==> src/rtl/irq_pkg.sv <==
package irq_pkg;
  localparam int unsigned N_LINES = 8;
  localparam int unsigned DATA_W  = 8;

  typedef enum logic {TRIG_EDGE = 1'b0, TRIG_LEVEL = 1'b1} trig_e;

  // command byte fields
  localparam int unsigned CMD_RSEL_BIT = 3;
  localparam int unsigned CMD_CFG_BIT  = 4;
  localparam int unsigned CMD_EOI_BIT  = 5;
  localparam int unsigned CFG_LVL_BIT  = 2;
  localparam int unsigned RSEL_ISR_BIT = 0;
endpackage

==> src/rtl/irq_req_latch.sv <==
module irq_req_latch
  import irq_pkg::*;
#(
  parameter int unsigned N = N_LINES
) (
  input  logic         clk_i,
  input  logic         rst_ni,
  input  logic [N-1:0] req_i,
  input  trig_e        mode_i,
  input  logic [N-1:0] clr_i,
  output logic [N-1:0] irr_o
);
  logic [N-1:0] req_q, irr_d;

  always_comb begin
    if (mode_i == TRIG_LEVEL) irr_d = req_i;
    else                      irr_d = irr_o | (req_i & ~req_q);
    irr_d = irr_d & ~clr_i;
  end

  always_ff @(posedge clk_i or negedge rst_ni) begin
    if (!rst_ni) begin
      req_q <= '0;
      irr_o <= '0;
    end else begin
      req_q <= req_i;
      irr_o <= irr_d;
    end
  end


  edge_new_bit_chk: assert property (@(posedge clk_i) disable iff (!rst_ni)
    (mode_i == TRIG_EDGE) |=> ((irr_o & ~$past(irr_o) & ~($past(req_i) & ~$past(req_q))) == '0));


  level_follow_chk: assert property (@(posedge clk_i) disable iff (!rst_ni)
    (mode_i == TRIG_LEVEL) |=> ((irr_o & ~$past(req_i)) == '0));
endmodule

==> src/rtl/irq_prio.sv <==
module irq_prio #(
  parameter int unsigned N  = 8,
  parameter int unsigned LW = $clog2(N)
) (
  input  logic [N-1:0]  irr_i,
  input  logic [N-1:0]  isr_i,
  input  logic [N-1:0]  mask_i,
  output logic          hit_o,
  output logic [LW-1:0] win_o
);
  logic [N-1:0] below_isr, cand;

  // lines numbered below the lowest in-service bit; all lines when none in service
  assign below_isr = (isr_i & (~isr_i + 1'b1)) - 1'b1;
  assign cand      = irr_i & ~mask_i & below_isr;
  assign hit_o     = |cand;

  always_comb begin
    win_o = LW'(N - 1);
    for (int i = N - 1; i >= 0; i--) begin
      if (cand[i]) win_o = LW'(i);
    end
  end
endmodule

==> src/rtl/irq_bus_regs.sv <==
module irq_bus_regs
  import irq_pkg::*;
#(
  parameter int unsigned N  = N_LINES,
  parameter int unsigned DW = DATA_W,
  parameter int unsigned BW = DW - $clog2(N)
) (
  input  logic          clk_i,
  input  logic          rst_ni,
  input  logic          sel_i,
  input  logic          wr_i,
  input  logic [DW-1:0] wdata_i,
  output logic [N-1:0]  mask_o,
  output logic [BW-1:0] base_o,
  output trig_e         mode_o,
  output logic          rsel_isr_o,
  output logic          eoi_o
);
  logic cmd_wr, base_arm_q;

  assign cmd_wr = wr_i & ~sel_i;
  assign eoi_o  = cmd_wr & ~wdata_i[CMD_RSEL_BIT] & wdata_i[CMD_EOI_BIT];

  always_ff @(posedge clk_i or negedge rst_ni) begin
    if (!rst_ni) begin
      mask_o     <= '0;
      base_o     <= '0;
      mode_o     <= TRIG_EDGE;
      rsel_isr_o <= 1'b0;
      base_arm_q <= 1'b0;
    end else if (wr_i && sel_i) begin
      if (base_arm_q) begin
        base_o     <= wdata_i[DW-1 -: BW];
        base_arm_q <= 1'b0;
      end else begin
        mask_o <= wdata_i[N-1:0];
      end
    end else if (cmd_wr) begin
      if (wdata_i[CMD_RSEL_BIT]) begin
        rsel_isr_o <= wdata_i[RSEL_ISR_BIT];
      end else if (!wdata_i[CMD_EOI_BIT] && wdata_i[CMD_CFG_BIT]) begin
        mode_o     <= wdata_i[CFG_LVL_BIT] ? TRIG_LEVEL : TRIG_EDGE;
        base_arm_q <= 1'b1;
      end
    end
  end


  mask_load_chk: assert property (@(posedge clk_i) disable iff (!rst_ni)
    (wr_i && sel_i && !base_arm_q) |=> (mask_o == $past(wdata_i[N-1:0])));


  base_load_chk: assert property (@(posedge clk_i) disable iff (!rst_ni)
    (wr_i && sel_i && base_arm_q) |=> (base_o == $past(wdata_i[DW-1 -: BW])) && $stable(mask_o));
endmodule

==> src/rtl/irq_ctrl.sv <==
module irq_ctrl
  import irq_pkg::*;
#(
  parameter int unsigned N  = N_LINES,
  parameter int unsigned DW = DATA_W,
  localparam int unsigned LW = $clog2(N),
  localparam int unsigned BW = DW - LW
) (
  input  logic          clk_i,
  input  logic          rst_ni,
  input  logic [N-1:0]  irq_i,
  input  logic          sel_i,
  input  logic          wr_i,
  input  logic [DW-1:0] wdata_i,
  input  logic          ack_i,
  output logic [DW-1:0] rdata_o,
  output logic          int_o
);
  logic [N-1:0]  irr_q, isr_q, isr_d, mask_q, clr;
  logic [BW-1:0] base_q;
  logic [LW-1:0] win;
  logic          hit, grant, eoi, rsel_isr;
  trig_e         mode_q;

  assign grant = ack_i & hit;
  assign clr   = grant ? (N'(1) << win) : '0;
  assign int_o = hit;

  irq_bus_regs #(.N(N), .DW(DW), .BW(BW)) u_regs (
    .clk_i, .rst_ni, .sel_i, .wr_i, .wdata_i,
    .mask_o(mask_q), .base_o(base_q), .mode_o(mode_q),
    .rsel_isr_o(rsel_isr), .eoi_o(eoi)
  );

  irq_req_latch #(.N(N)) u_req (
    .clk_i, .rst_ni, .req_i(irq_i), .mode_i(mode_q), .clr_i(clr), .irr_o(irr_q)
  );

  irq_prio #(.N(N), .LW(LW)) u_prio (
    .irr_i(irr_q), .isr_i(isr_q), .mask_i(mask_q), .hit_o(hit), .win_o(win)
  );

  always_comb begin
    isr_d = isr_q;
    if (eoi) isr_d = isr_d & ~(isr_d & (~isr_d + 1'b1));
    isr_d = isr_d | clr;
  end

  always_ff @(posedge clk_i or negedge rst_ni) begin
    if (!rst_ni) isr_q <= '0;
    else         isr_q <= isr_d;
  end

  always_comb begin
    if (ack_i)       rdata_o = {base_q, win};
    else if (sel_i)  rdata_o = DW'(mask_q);
    else if (rsel_isr) rdata_o = DW'(isr_q);
    else             rdata_o = DW'(irr_q);
  end


  int_source_chk: assert property (@(posedge clk_i) disable iff (!rst_ni)
    int_o |-> ((irr_q & ~mask_q) != '0));


  ack_move_chk: assert property (@(posedge clk_i) disable iff (!rst_ni)
    (ack_i && int_o && !eoi) |=> isr_q[$past(win)] && ($countones(isr_q) == $countones($past(isr_q)) + 1));


  spurious_ack_chk: assert property (@(posedge clk_i) disable iff (!rst_ni)
    (ack_i && !int_o && !eoi) |=> $stable(isr_q));


  eoi_retire_chk: assert property (@(posedge clk_i) disable iff (!rst_ni)
    (eoi && !ack_i && isr_q != '0) |=> ($countones(isr_q) == $countones($past(isr_q)) - 1));
endmodule

==> config.mk <==
export PLATFORM = sky130hd
export DESIGN_NAME = irq_ctrl
export DESIGN_NICKNAME = d
export VERILOG_FILES = /design/src/rtl/irq_pkg.sv /design/src/rtl/irq_req_latch.sv /design/src/rtl/irq_prio.sv /design/src/rtl/irq_bus_regs.sv /design/src/rtl/irq_ctrl.sv
export SDC_FILE = /design/constraint.sdc
export NUM_CORES = 1
export LEC_CHECK = 0
export BUFFER_PORTS_ARGS = -buffer_cell sky130_fd_sc_hd__buf_2
export CAP_MARGIN = 20
export CORE_ASPECT_RATIO = 0.6
export CORE_MARGIN = 5
export CORE_UTILIZATION = 45
export DETAILED_ROUTE_END_ITERATION = 10
export GPL_TIMING_DRIVEN = 0
export PLACE_DENSITY = 0.73
export SETUP_SLACK_MARGIN = 0.02
export SLEW_MARGIN = 10
export SYNTH_ARGS = -nofsm -noshare
export SYNTH_HDL_FRONTEND = slang
export SYNTH_HIERARCHICAL = 1
export SYNTH_SLANG_ARGS = --single-unit
==> constraint.sdc <==
create_clock -name clk_i -period 2.91 [get_ports clk_i]
set_input_delay 0.582 -clock clk_i [delete_from_list [all_inputs] [get_ports clk_i]]
set_output_delay 0.582 -clock clk_i [all_outputs]
set_load 0.01 [all_outputs]
==> metrics <==
status=finished, final reports clean; Ant. Diodes=0; Metal-1 WL=2310 microns; Root Buffer=clkbuf_8; FF+latch area=~1000 sq um; syn nets=212; top_reg_cell synth=dfrtp_1; non-filler cells, final=291; Mapped Area=approximately 2100 sq um; TNS Setup=0 ns; initial detailed-routing violation count=between 100 and 150; die area=slightly above 6000 sq um; Wirelength per Cell=approximately 15 microns; RSZ-0062 raised after global routing=no; Avg Vias per Cell=roughly 5.3; Tot GR Track Use=15.1%; total number of vias=between 1500 and 2000; relative slew slack=between 40 and 50%; dpl hpwl=roughly 3300 microns; Fmax=roughly 390 MHz; clk_lat worst skew=0.29 ns; Placed Cells=roughly 280; I/O Pins=30; MaxCap Viol Count=0; flops & latches, synth=40; clk sinks=40; Site Rows=19; core area=between 4000 and 5000 sq um; Longest Clk Path Bufs=2; critical path class=reg2out; Seq/Total Area, Yosys=about half; Unique masters post-synth=40; Worst-path clk slew=around 0.080 ns; Final Hold Viols=0; CTS tree=built; Final Cycle Share=roughly nine tenths; CP arrival=between 2 and 2.5 ns; PwrDens=roughly 800 nW/um^2; Startpoint Class=register; highest metal used=met4; DRC=0; postcts setup bufs=0; Mapped Avg Cell Area=~11 sq um; first-pass GRT wire length=around 7300 microns; skew final=between 0.005 and 0.006 ns; pre-CTS setup slack=0.487 ns; remaining global-route overflow=0; fillers=approximately 440; Async S/R FF share, synth=between 90% and 100%; Critical Path RT=roughly 2.3 ns; met2 wire length=1700 microns; nets=approximately 250; Final setup violation count=0; critical path endpoint category=output pin; Worst VDD drop=about 320 uV; Num CTS Buffers=5; Worst Tran Pin Value=just under 0.9 ns; Mapped Cells=~190; DRT Pass-1 Iters=4; Yosys warnings=6; final worst slack=roughly 0.31 ns; GPL Wtd Cong=0.868; Starting Density=a little under half; initial antenna violation count=0; routed wire length=between 4000 and 5000 microns; area delta synth->final=15.4%; worst min path class=in2async; largest net degree at the start of global routing=slightly above 40; Max Slew Vio Count=0; Multi-input gate area=roughly 1000 sq um; share of cells above drive strength 1=between 30% and 40%; htree depth=2; die height=around 63 microns; LEAKAGE=roughly 1.1 nW; Post-DRT Antenna Nets=0; I/O Buffers=29; Util after Layout=a little over half; Die X=between 90 and 100 microns; peak fanout along the critical path=7; vias in the first global route=around 1400; minimum clock period=between 2 and 3 ns; Post-synth EDFFs=0; met3 WL=between 300 and 400 microns
-- critical path, stage by stage (launching register included) --
cell,delay [ns]
dfrtp_1,0.45
nor3_2,0.32
o21ai_0,0.22
a21oi_1,0.40
nand2_1,0.09
o21ai_0,0.09
buf_2,0.16
-- flip-flops by register name (all words and copies together), names as in the netlist --
| register | flops |
|---|---|
| u_regs/rsel_isr_o | 1 |
| u_regs/mask_o | 8 |
| u_req/irr_o | 8 |
| u_regs/base_arm_q | 1 |
| u_regs/mode_o | 1 |
| u_regs/base_o | 5 |
| isr_q | 8 |
| u_req/req_q | 8 |
-- routing by layer --
metal  vias up  global-route usage, %
met1       734                   24.1
met4         0                   3.63
met5         -                      0
met3         3                   4.79
met2        43                   19.2
li1        755                      -
-- worst paths after layout --
path	startpoint	to	slack, ns	cells past startpoint
setup / recovery	isr_q[1]$_DFF_PN0_	rdata_o[1]	0.31	6
hold / removal	rst_ni	u_req/irr_o[6]$_DFF_PN0_	0.40	1
setup reg to reg	isr_q[1]$_DFF_PN0_	u_req/irr_o[0]$_DFF_PN0_	0.57	7
hold reg to reg	u_regs/base_o[0]$_DFFE_PN0P_	u_regs/base_o[0]$_DFFE_PN0P_	0.48	2
max in group asynchronous	rst_ni	u_regs/rsel_isr_o$_DFFE_PN0P_	1.95	1
min in group clk_i	irq_i[7]	u_req/req_q[7]$_DFF_PN0_	0.41	1
-- power by group --
part | internal, mW | switching [mW] | total (mW)
clock | 0.189 | 0.193 | 0.382
sequential | 0.704 | 0.158 | 0.862
combinational | 0.333 | 0.340 | 0.673
-- synthesized netlist by cell type (3+ instances only) --
cell type	number	area, sq um
nand2_1	12	45.0
and2b_1	5	37.5
o21ai_0	15	75.1
mux2i_1	8	80.1
nor3_1	5	25.0
o32ai_1	5	43.8
nor3b_1	3	22.5
nand2b_1	16	100
mux2_2	21	236
inv_1	12	45.0
nor2_1	8	30.0
dfrtp_1	40	1000
nor2b_1	7	43.8
-- repair_timing --
action | 4_1_cts | 5_1_grt
resized for setup | 0 | 1
hold buffers | 0 | 0
endpoints found under the setup margin | 0 | 2
-- per-stage QoR --
| stage | hold WS (ns) | cell area (sq um) | total power [mW] |
|---|---|---|---|
| floorplan | 0.286 | 2080 | 1.33 |
| global route | 0.390 | 2410 | 2.07 |
| global placement | 0.464 | 2310 | 1.52 |
| finish | 0.405 | 2410 | 1.92 |
| CTS | 0.403 | 2400 | 1.93 |
| detailed placement | 0.471 | 2310 | 1.54 |
-- area by class of cell --
| cell class | count | share of cell area [%] |
|---|---|---|
| Multi-Input combinational cell | 135 | 42.3 |
| Timing Repair Buffer | 29 | 6.03 |
| Inverter | 12 | 1.87 |
| Clock inverter | 2 | 0.416 |
| Tap cell | 63 | 3.28 |
| Clock buffer | 6 | 3.43 |
| Buffer | 4 | 1.04 |
| Sequential cell | 40 | 41.6 |
-- placed cells by master (no fill, tap or decap), types with 3 or more instances in the layout --
master    netlist  routed
and2b_1         5       5
buf_2           2      31
clkbuf_8        0       6
dfrtp_1        40      40
inv_1          12      12
mux2_2         21      21
mux2i_1         8       8
nand2_1        12      12
nand2b_1       16      16
nor2_1          8       8
nor2b_1         7       7
nor3_1          5       4
nor3b_1         3       3
o21ai_0        15      15
o32ai_1         5       5
-- kinds of logic after synthesis --
| group | share of synthesized area [%] |
|---|---|
| muxes | 15.2 |
| buffers and inverters | 3.36 |
| AOI/OAI and AO/OA | 13.9 |
| DFF | 48.0 |
| and+or+nand+nor | 19.6 |
No activity file was read; power rests on OpenSTA's default activity.
